--- config.mk ---
export PLATFORM = sky130hd
export DESIGN_NAME = quad_frame_mux
export DESIGN_NICKNAME = d
export VERILOG_FILES = /design/src/rtl/qfm_pkg.sv /design/src/rtl/qfm_seq.sv /design/src/rtl/qfm_slot_map.sv /design/src/rtl/qfm_bit_gen.sv /design/src/rtl/quad_frame_mux.sv
export SDC_FILE = /design/constraint.sdc
export NUM_CORES = 1
export LEC_CHECK = 0
export ABC_AREA = 1
export BUFFER_PORTS_ARGS = -buffer_cell sky130_fd_sc_hd__clkbuf_2
export CAP_MARGIN = 25
export CORE_AREA = 5 5 55 105
export CTS_CLUSTER_SIZE = 25
export DETAILED_ROUTE_END_ITERATION = 6
export DIE_AREA = 0 0 60 110
export GPL_TIMING_DRIVEN = 0
export PLACE_DENSITY = 0.55
export SLEW_MARGIN = 20
export SYNTH_ARGS = -nofsm -noshare
export SYNTH_HDL_FRONTEND = slang
export SYNTH_SLANG_ARGS = --single-unit
--- constraint.sdc ---
create_clock -name clk_i -period 4.1 [get_ports clk_i]
set_input_delay 0.205 -clock clk_i [delete_from_list [all_inputs] [get_ports clk_i]]
set_output_delay 0.205 -clock clk_i [all_outputs]
set_load 0.01 [all_outputs]
--- src/rtl/qfm_pkg.sv ---
package qfm_pkg;

    // Segment states of the frame sequencer.
    typedef enum logic [2:0] {
        ST_ALIGN,
        ST_SERVICE,
        ST_PAYLOAD,
        ST_JCTRL,
        ST_JOPP
    } seg_e;

endpackage

--- src/rtl/qfm_seq.sv ---
module qfm_seq
    import qfm_pkg::*;
#(
    parameter int NUM_TRIB = 4,
    parameter int SET_LEN  = 212,
    parameter int NUM_SETS = 4,
    parameter int FAW_LEN  = 10,
    parameter int SVC_LEN  = 2,
    localparam int CNT_W   = $clog2(SET_LEN),
    localparam int SET_W   = (NUM_SETS > 1) ? $clog2(NUM_SETS) : 1
) (
    input  logic             clk_i,
    input  logic             rst_i,
    output seg_e             seg_o,
    output logic [CNT_W-1:0] cnt_o,
    output logic             frame_last_o
);

    // Payload lengths of first, middle and last set.
    localparam int PAY_FIRST = SET_LEN - FAW_LEN - SVC_LEN;
    localparam int PAY_MID   = SET_LEN - NUM_TRIB;
    localparam int PAY_LAST  = SET_LEN - 2 * NUM_TRIB;
    localparam logic [SET_W-1:0] LAST_SET = SET_W'(NUM_SETS - 1);

    seg_e             seg_q, seg_d;
    logic [CNT_W-1:0] cnt_q, cnt_d, seg_len;
    logic [SET_W-1:0] set_q, set_d;
    logic             seg_end;

    // Length of the segment currently being sent.
    always_comb begin : len_sel
        unique case (seg_q)
            ST_ALIGN:   seg_len = CNT_W'(FAW_LEN);
            ST_SERVICE: seg_len = CNT_W'(SVC_LEN);
            ST_JCTRL:   seg_len = CNT_W'(NUM_TRIB);
            ST_JOPP:    seg_len = CNT_W'(NUM_TRIB);
            ST_PAYLOAD: begin
                if (set_q == '0)
                    seg_len = CNT_W'(PAY_FIRST);
                else if (set_q == LAST_SET)
                    seg_len = CNT_W'(PAY_LAST);
                else
                    seg_len = CNT_W'(PAY_MID);
            end
            default:    seg_len = CNT_W'(FAW_LEN);
        endcase
    end

    assign seg_end = (cnt_q == seg_len - 1'b1);

    // Next-state logic: walk the segments of each set.
    always_comb begin : next_state
        seg_d = seg_q;
        set_d = set_q;
        cnt_d = cnt_q + 1'b1;
        if (seg_end) begin
            cnt_d = '0;
            unique case (seg_q)
                ST_ALIGN:   seg_d = ST_SERVICE;
                ST_SERVICE: seg_d = ST_PAYLOAD;
                ST_PAYLOAD: begin
                    if (set_q == LAST_SET) begin
                        seg_d = ST_ALIGN;
                        set_d = '0;
                    end else begin
                        seg_d = ST_JCTRL;
                        set_d = set_q + 1'b1;
                    end
                end
                ST_JCTRL:   seg_d = (set_q == LAST_SET) ? ST_JOPP : ST_PAYLOAD;
                ST_JOPP:    seg_d = ST_PAYLOAD;
                default:    seg_d = ST_ALIGN;
            endcase
        end
    end

    // State register (R1: reset returns to frame position 0).
    always_ff @(posedge clk_i) begin : state_reg
        if (rst_i) begin
            seg_q <= ST_ALIGN;
            cnt_q <= '0;
            set_q <= '0;
        end else begin
            seg_q <= seg_d;
            cnt_q <= cnt_d;
            set_q <= set_d;
        end
    end

    assign seg_o        = seg_q;
    assign cnt_o        = cnt_q;
    assign frame_last_o = (seg_q == ST_PAYLOAD) && (set_q == LAST_SET) && seg_end;

endmodule

--- src/rtl/qfm_slot_map.sv ---
module qfm_slot_map
    import qfm_pkg::*;
#(
    parameter int NUM_TRIB = 4,
    localparam int LANE_W  = (NUM_TRIB > 1) ? $clog2(NUM_TRIB) : 1
) (
    input  seg_e              seg_i,
    input  logic [LANE_W-1:0] lane_i,
    input  logic [NUM_TRIB-1:0] just_i,
    input  logic [NUM_TRIB-1:0] avail_i,
    output logic              data_slot_o,
    output logic [NUM_TRIB-1:0] rd_stb_o
);

    // A data slot is a payload bit or an unjustified opportunity bit.
    always_comb begin : slot_kind
        unique case (seg_i)
            ST_PAYLOAD: data_slot_o = 1'b1;
            ST_JOPP:    data_slot_o = ~just_i[lane_i];
            default:    data_slot_o = 1'b0;
        endcase
    end

    // One strobe per lane, gated by availability.
    for (genvar k = 0; k < NUM_TRIB; k++) begin : g_lane
        assign rd_stb_o[k] = data_slot_o && (lane_i == LANE_W'(k)) && avail_i[k];
    end

endmodule

--- src/rtl/qfm_bit_gen.sv ---
module qfm_bit_gen
    import qfm_pkg::*;
#(
    parameter int NUM_TRIB  = 4,
    parameter int FAW_LEN   = 10,
    parameter logic [FAW_LEN-1:0] FAW_WORD = 10'b1111010000,
    parameter logic ALARM_BIT = 1'b0,
    parameter logic SPARE_BIT = 1'b1,
    parameter logic FILL_BIT  = 1'b1,
    localparam int LANE_W    = (NUM_TRIB > 1) ? $clog2(NUM_TRIB) : 1,
    localparam int FAW_IDX_W = $clog2(FAW_LEN)
) (
    input  seg_e                 seg_i,
    input  logic [FAW_IDX_W-1:0] cnt_i,
    input  logic [LANE_W-1:0]    lane_i,
    input  logic                 data_slot_i,
    input  logic [NUM_TRIB-1:0]  just_i,
    input  logic [NUM_TRIB-1:0]  avail_i,
    input  logic [NUM_TRIB-1:0]  trib_i,
    output logic                 bit_o
);

    logic [FAW_IDX_W-1:0] faw_idx;
    logic                 payload_bit;

    // Alignment word goes out leftmost bit first.
    assign faw_idx     = FAW_IDX_W'(FAW_LEN - 1) - cnt_i;
    assign payload_bit = avail_i[lane_i] ? trib_i[lane_i] : FILL_BIT;

    always_comb begin : bit_sel
        unique case (seg_i)
            ST_ALIGN:   bit_o = FAW_WORD[faw_idx];
            ST_SERVICE: bit_o = (cnt_i[0] == 1'b0) ? ALARM_BIT : SPARE_BIT;
            ST_JCTRL:   bit_o = just_i[lane_i];
            ST_JOPP:    bit_o = data_slot_i ? payload_bit : 1'b0;
            ST_PAYLOAD: bit_o = payload_bit;
            default:    bit_o = 1'b0;
        endcase
    end

endmodule

--- src/rtl/quad_frame_mux.sv ---
module quad_frame_mux
    import qfm_pkg::*;
#(
    parameter int NUM_TRIB = 4,
    parameter int SET_LEN  = 212,
    parameter int NUM_SETS = 4,
    parameter int FAW_LEN  = 10,
    parameter logic [FAW_LEN-1:0] FAW_WORD = 10'b1111010000,
    parameter logic ALARM_BIT = 1'b0,
    parameter logic SPARE_BIT = 1'b1,
    parameter logic FILL_BIT  = 1'b1
) (
    input  logic                clk_i,
    input  logic                rst_i,
    input  logic [NUM_TRIB-1:0] trib_i,
    input  logic [NUM_TRIB-1:0] avail_i,
    input  logic [NUM_TRIB-1:0] jreq_i,
    output logic                ser_o,
    output logic                sof_o,
    output logic [NUM_TRIB-1:0] rd_stb_o
);

    localparam int SVC_LEN   = 2;
    localparam int CNT_W     = $clog2(SET_LEN);
    localparam int LANE_W    = (NUM_TRIB > 1) ? $clog2(NUM_TRIB) : 1;
    localparam int FAW_IDX_W = $clog2(FAW_LEN);

    seg_e                seg;
    logic [CNT_W-1:0]    cnt;
    logic                frame_last;
    logic [LANE_W-1:0]   lane;
    logic                data_slot;
    logic                nxt_bit;
    logic [NUM_TRIB-1:0] just_q;

    qfm_seq #(
        .NUM_TRIB (NUM_TRIB),
        .SET_LEN  (SET_LEN),
        .NUM_SETS (NUM_SETS),
        .FAW_LEN  (FAW_LEN),
        .SVC_LEN  (SVC_LEN)
    ) seq_i (
        .clk_i        (clk_i),
        .rst_i        (rst_i),
        .seg_o        (seg),
        .cnt_o        (cnt),
        .frame_last_o (frame_last)
    );

    // Segments with per-lane content have lengths that are multiples of NUM_TRIB.
    assign lane = cnt[LANE_W-1:0];

    qfm_slot_map #(
        .NUM_TRIB (NUM_TRIB)
    ) map_i (
        .seg_i       (seg),
        .lane_i      (lane),
        .just_i      (just_q),
        .avail_i     (avail_i),
        .data_slot_o (data_slot),
        .rd_stb_o    (rd_stb_o)
    );

    qfm_bit_gen #(
        .NUM_TRIB  (NUM_TRIB),
        .FAW_LEN   (FAW_LEN),
        .FAW_WORD  (FAW_WORD),
        .ALARM_BIT (ALARM_BIT),
        .SPARE_BIT (SPARE_BIT),
        .FILL_BIT  (FILL_BIT)
    ) gen_i (
        .seg_i       (seg),
        .cnt_i       (cnt[FAW_IDX_W-1:0]),
        .lane_i      (lane),
        .data_slot_i (data_slot),
        .just_i      (just_q),
        .avail_i     (avail_i),
        .trib_i      (trib_i),
        .bit_o       (nxt_bit)
    );

    // Justification set is captured at the frame wrap only.
    always_ff @(posedge clk_i) begin : just_reg
        if (rst_i)
            just_q <= '0;
        else if (frame_last)
            just_q <= jreq_i;
    end

    // Output register: one edge after the position is selected.
    always_ff @(posedge clk_i) begin : out_reg
        if (rst_i) begin
            ser_o <= 1'b0;
            sof_o <= 1'b0;
        end else begin
            ser_o <= nxt_bit;
            sof_o <= (seg == ST_ALIGN) && (cnt == '0);
        end
    end

endmodule

==> flow_summary.json, run 1 <==
{
  "area_delta_synth_final_pct": 15.2,
  "wl_per_cell_um": 11.4,
  "critical_path.max_stage_delay_ns": 0.39,
  "cts_made_buffers": 3,
  "cts.sinks": 19,
  "io_buffers": 19,
  "synth.cell_area_mm2": 0.00140,
  "relSlewSlack_pct": 70.1,
  "postSynthCellCount": 213,
  "hold_viol": 0,
  "final_cell_count_no_fill": 293,
  "power_switching_uw": 239,
  "fp.dieW_um": 60,
  "place_ws_ns": 1.36,
  "crit_chain": "ha_1 -> nand2_1 -> nor2_1 -> nor2_1 -> ha_1 -> nand2_1 -> nand2_1 -> nor2_1 -> nand2_1 -> nor2_2 -> nand3_1 -> nor2_2 -> nand3_4 -> nand2_2 -> o22ai_1",
  "powerDensity_mw_per_mm2": 370,
  "place_inst": 289,
  "hold_class": "in -> reg",
  "min_period_over_period_pct": 66.7,
  "worstPathRequired_ns": 4.25,
  "clk_path_buf_depth": 2,
  "die_y_um": 110,
  "grt_pass1_vias": 1310,
  "cp_num_buf_inv": 0,
  "htree_levels": 1,
  "vias": 1337,
  "r2r_cells": 15,
  "synthTopCellsByCount": "45 x nand2_1, 35 x nor2_1, 32 x inv_1",
  "grt_overflow": 0,
  "power.leakage_nw": 0.769,
  "drive_above_1_share_pct": 22.0,
  "cp.depth": 15,
  "crit_arrival_ns": 2.89,
  "finalSetupViolCount": 0,
  "antenna_found_initial": 0,
  "grt_pass1_wl_mm": 5.67,
  "setup_tns_ns": 0,
  "post_cts_resize_count": 0,
  "rrSetupSlack_ns": 1.37,
  "slew_violations": 0,
  "coreArea_mm2": 0.00486,
  "cts_tree": "done",
  "synth_top_area_share_pct": 27.2,
  "synth.area.top_cells": "dfxtp_1 27%, nand2_1 12%, nor2_1 9.4%",
  "grt_usage_pct": 11.3,
  "max_slew.worst_pin.slew_ns": 0.447,
  "setup_ws_ns": 1.37,
  "drtIter0Drc": 32,
  "synth-edff-count": 0,
  "cp-endpoint": "seq_i.seg_o[0]",
  "io_pins": 20,
  "synth_top_area_cell": "dfxtp_1",
  "share_seq_of_total_power_pct": 37.4,
  "status": "completed",
  "mappedNetlistNets": 235,
  "p_clk_share_pct": 23.2,
  "firstDrtPassIters": 4,
  "ys_types": 30,
  "crit_path_frequent_cell": "nand2_1",
  "cts_hold_buf": 0,
  "gp_congestion": 0.751,
  "p_total_uw": 596,
  "grt_start_max_net_pins": 12,
  "final_core_util_pct": 33.2,
  "placed_area_mm2": 0.00157,
  "whs_ns": 0.157,
  "synthFlopType": "dfxtp_1",
  "postCtsSetupRepairBufs": 0,
  "max_freq_mhz": 366,
  "num_rows": 36,
  "crit_path_end_kind": "flop",
  "clk_latency_ns": 0.27,
  "start_util_pct": 28.8,
  "rsz0062_at_grt": "false",
  "yosysSeqAreaShare_pct": 27.2,
  "min_period_ns": 2.73,
  "fin_area_mm2": 0.00161,
  "yosysWarnings": 0,
  "ant_nets": 0,
  "synth.most_common_cell": "nand2_1",
  "critPathMaxFanout": 9,
  "maxCapViolCount": 0,
  "post-route-drc-count": 0,
  "cts_root_buf": "clkbuf_8",
  "clk_pin_slew_ns": 0.08,
  "ir_worst_vdd_v": 0.000181,
  "nets": 259,
  "startpoint_type": "flop",
  "worstSetupPathType": "reg -> reg",
  "die_area_mm2": 0.00660,
  "wirelength_mm": 3.35,
  "slowest_stage": "nor2_1",
  "sw_frac_of_total_pct": 40.0,
  "timing.rr.start": "seq_i.set_q[0]",
  "avgSynthCellArea_um2": 6.57,
  "viasPerCell": 4.56,
  "num_antenna_cells": 0,
  "hpwl_mm": 2.81,
  "fillers": 562,
  "power_frac_comb_pct": 39.4,
  "crit_start": "seq_i.set_q[0]",
  "critPathTopFamily": "simple AND/OR/NAND/NOR gates",
  "synth_seq_cells": 19,
  "synthArstFlopShare_pct": 0,
  "fin_skew_ns": 0.00220,
  "p_int_uw": 358,
  "r2r_end": "seq_i.seg_o[0]"
}
## flip-flops by register name (all words and copies together), names as in the netlist
name and flops:
seq_i.cnt_o 8, just_q 4, seq_i.seg_o 3, ser_o 1, sof_o 1, seq_i.set_q 2
## logic make-up (layout without fill, tap and decap cells)
group | after synthesis | after routing | share of synthesized area (%)
xor gates and xnor gates | 4 | 4 | 2.50
AOI/OAI and AO/OA | 19 | 19 | 7.86
and+or+nand+nor | 124 | 124 | 44.8
adders and majority gates | 8 | 8 | 7.15
buffers and inverters | 39 | 62 | 10.5
DFF | 19 | 19 | 27.2
## metal layers
layer	wire [µm]	up-vias	track usage [%]	share of wire [%]
met1	1210	598	10.1	36
met2	1990	13	23.1	59
met3	82	5	1.52	2.4
met5	0	-	0	0
met4	73	0	5.23	2.2
li1	-	721	-	-
## worst min path at each step
| stage | start | end | slack (ns) | cells past startpoint |
|---|---|---|---|---|
| after floorplan | rst_i | ser_o | 0.27 | 1 |
| after global placement | rst_i | ser_o | 0.44 | 2 |
| after detailed placement | rst_i | ser_o | 0.45 | 2 |
| after CTS | rst_i | ser_o | 0.16 | 2 |
| after global routing | rst_i | ser_o | 0.16 | 2 |
| final | rst_i | ser_o | 0.16 | 2 |
## power groups by stage
stage / clock network, mW / registers, mW / logic, mW
after floorplan: 0 / 0.226 / 0.177
after global placement: 0 / 0.227 / 0.236
after detailed placement: 0 / 0.227 / 0.239
after CTS: 0.142 / 0.223 / 0.240
after global routing: 0.147 / 0.226 / 0.268
final: 0.138 / 0.223 / 0.235
## area by class of cell
type | count | area (µm²) | share of cell area [%]
Sequential cell | 19 | 380 | 23.6
Clock inverter | 1 | 5.00 | 0.310
Tap cell | 57 | 71.3 | 4.42
Buffer | 2 | 8.76 | 0.543
Multi-Input combinational cell | 155 | 872 | 54.1
Timing Repair Buffer | 19 | 95.1 | 5.90
Clock buffer | 3 | 41.3 | 2.56
Inverter | 37 | 139 | 8.61
## layout by cell type, fill, tap and decap left out, drive strengths merged
cell	count
buf	1
clkbuf	23
nand4	7
and3	1
dfxtp	19
nor3	2
nor3b	1
xor2	4
o21ai	8
inv	35
nand2	54
nor4	2
nand3b	1
nand3	14
ha	8
o221ai	1
a22o	1
a21oi	6
nor2	42
clkinv	3
o22ai	3
Note: power is estimated with default switching activity, not from simulation.
==> run 2: changes to the inputs <==
==> constraint.sdc (replaced) <==
create_clock -name clk_i -period 2.66 [get_ports clk_i]
set_input_delay 0.133 -clock clk_i [delete_from_list [all_inputs] [get_ports clk_i]]
set_output_delay 0.133 -clock clk_i [all_outputs]
set_load 0.01 [all_outputs]
==> run 2 against run 1 <==
Effect of this change:
- utilization grew 0.62 points
- largest cell class unchanged
- largest power group unchanged
- global-route usage is essentially flat
- clock power grew 55%
- clock skew shrank 0.00075 ns
==> flow_summary.json, run 2 (synthesized netlist as in run 1, its figures left out) <==
{
  "cts.sinks": 19,
  "top_layer_used": "met4",
  "max_slew.worst_pin.slew_ns": 0.410,
  "p_total_uw": 927,
  "area_delta_synth_final_pct": 17.3,
  "power.leakage_nw": 0.777,
  "worstPathRequired_ns": 2.81,
  "io_buffers": 19,
  "slew_violations": 0,
  "dr_wl_met2_mm": 2.02,
  "setup_tns_ns": 0,
  "rrSetupSlack_ns": 0.23,
  "finalSetupViolCount": 0,
  "wl_met1_mm": 1.21,
  "wl_per_cell_um": 11.5,
  "layout_commonest_cell": "nand2_1",
  "gp_congestion": 0.751,
  "io_pins": 20,
  "max_freq_mhz": 412,
  "timing.rr.start": "seq_i.set_q[0]",
  "clk_path_buf_depth": 2,
  "htree_levels": 1,
  "powerDensity_mw_per_mm2": 565,
  "min_period_ns": 2.43,
  "fp.dieW_um": 60,
  "die_area_mm2": 0.00660,
  "start_util_pct": 28.8,
  "firstDrtPassIters": 4,
  "wirelength_mm": 3.39,
  "cts_tree": "done",
  "drive_above_1_share_pct": 24.1,
  "post-route-drc-count": 0,
  "rsz0062_at_grt": "false",
  "num_antenna_cells": 0,
  "hold-path-endpoint": "ser_o",
  "largest_reg_flops": 8,
  "cts_hold_buf": 0,
  "nets": 260,
  "startpoint_type": "flop",
  "crit_path_end_kind": "flop",
  "die_y_um": 110,
  "relSlewSlack_pct": 72.6,
  "status": "completed",
  "clk_latency_ns": 0.27,
  "vias": 1352,
  "final_cell_mix": "45 x nand2_1, 34 x nor2_1, 32 x inv_1",
  "grt_overflow": 0,
  "grt_usage_pct": 11.4,
  "wl_met3_um": 88,
  "coreArea_mm2": 0.00486,
  "min_period_over_period_pct": 91.3,
  "r2r_end": "seq_i.seg_o[0]",
  "ir_worst_vdd_v": 0.000279,
  "hp-start": "rst_i",
  "worstSetupPathType": "reg -> reg",
  "num_rows": 36,
  "viasPerCell": 4.60,
  "r2r_cells": 15,
  "drtIter0Drc": 28,
  "whs_ns": 0.0823,
  "fillers": 561,
  "maxCapViolCount": 0,
  "hold_class": "in -> reg",
  "grt_pass1_vias": 1317,
  "antenna_found_initial": 0,
  "grt_start_max_net_pins": 12,
  "crit_arrival_ns": 2.58,
  "cts_made_buffers": 3,
  "ant_nets": 0,
  "hpwl_mm": 2.81,
  "cts_root_buf": "clkbuf_8",
  "grt_pass1_wl_mm": 5.69,
  "fin_skew_ns": 0.00145,
  "worstHoldPathCells": 2,
  "hold_viol": 0,
  "critPathMaxFanout": 9,
  "clk_pin_slew_ns": 0.08
}
-- run 2: changes by cell type in the layout (fill, tap and decap cells not counted), sizes merged --
cell,before,now
buf,1,2
-- run 2: layout make-up --
cell class | count | area (µm²) | area share [%]
plain buffers | 2 | 8.76 | 0.533
clock buffers | 3 | 41.3 | 2.51
clock inverters | 1 | 5.00 | 0.305
inverters | 37 | 139 | 8.45
multi-input cells | 155 | 892 | 54.3
flip-flops and latches | 19 | 383 | 23.3
well taps | 57 | 71.3 | 4.34
repair buffers | 20 | 103 | 6.25
-- run 2: timing repair --
action / CTS / global route
gates resized for setup: 1 / 7
pin swaps: 0 / 1
endpoints found under the setup margin: 15 / 17
setup buffers: 0 / 1
-- run 2: through the flow --
step | area, µm² | setup slack [ns] | std cells | utilization [%]
6_report | 1640 | 0.231 | 294 | 33.8
5_1_grt | 1640 | 0.00360 | 294 | 33.8
4_1_cts | 1620 | 0.00656 | 293 | 33.2
3_5_place_dp | 1570 | -0.0832 | 289 | 32.2
3_3_place_gp | 1570 | -0.0419 | 289 | 32.2
2_1_floorplan | 1400 | 0.392 | 213 | -
-- run 2: power breakdown --
| part | internal (mW) | switching [mW] |
|---|---|---|
| sequential | 0.314 | 0.0312 |
| clock | 0.105 | 0.110 |
| combinational | 0.136 | 0.232 |
-- run 2: critical path: stages (launching register included) --
cell     delay [ns]
dfxtp_1        0.37
ha_2           0.21
nand2_1        0.12
nor2_4         0.16
nor2_1         0.07
ha_1           0.29
nand2_1        0.07
nand2_1        0.05
nor2_1         0.11
nand2_1        0.08
nor2_2         0.10
nand3_1        0.11
nor2_2         0.21
nand3_4        0.13
nand2_4        0.15
o22ai_1        0.09
-- run 2: metal layers --
layer  GRT usage, %  up-vias
met5              0        -
met4           5.23        0
met3           1.52        5
met2           23.3       15
met1           10.0      612
li1               -      720
-- run 2: how the worst max path moves through the flow --
| stage | slack, ns | startpoint | endpoint |
|---|---|---|---|
| 6_report | 0.23 | seq_i.set_q[0] | seq_i.seg_o[0] |
| 5_1_grt | 0.004 | seq_i.set_q[0] | just_q[0] |
| 4_1_cts | 0.007 | seq_i.set_q[0] | seq_i.seg_o[0] |
| 3_5_place_dp | -0.08 | seq_i.set_q[0] | seq_i.seg_o[0] |
| 3_3_place_gp | -0.04 | seq_i.set_q[0] | seq_i.seg_o[0] |
| 2_1_floorplan | 0.39 | seq_i.set_q[0] | seq_i.seg_o[0] |
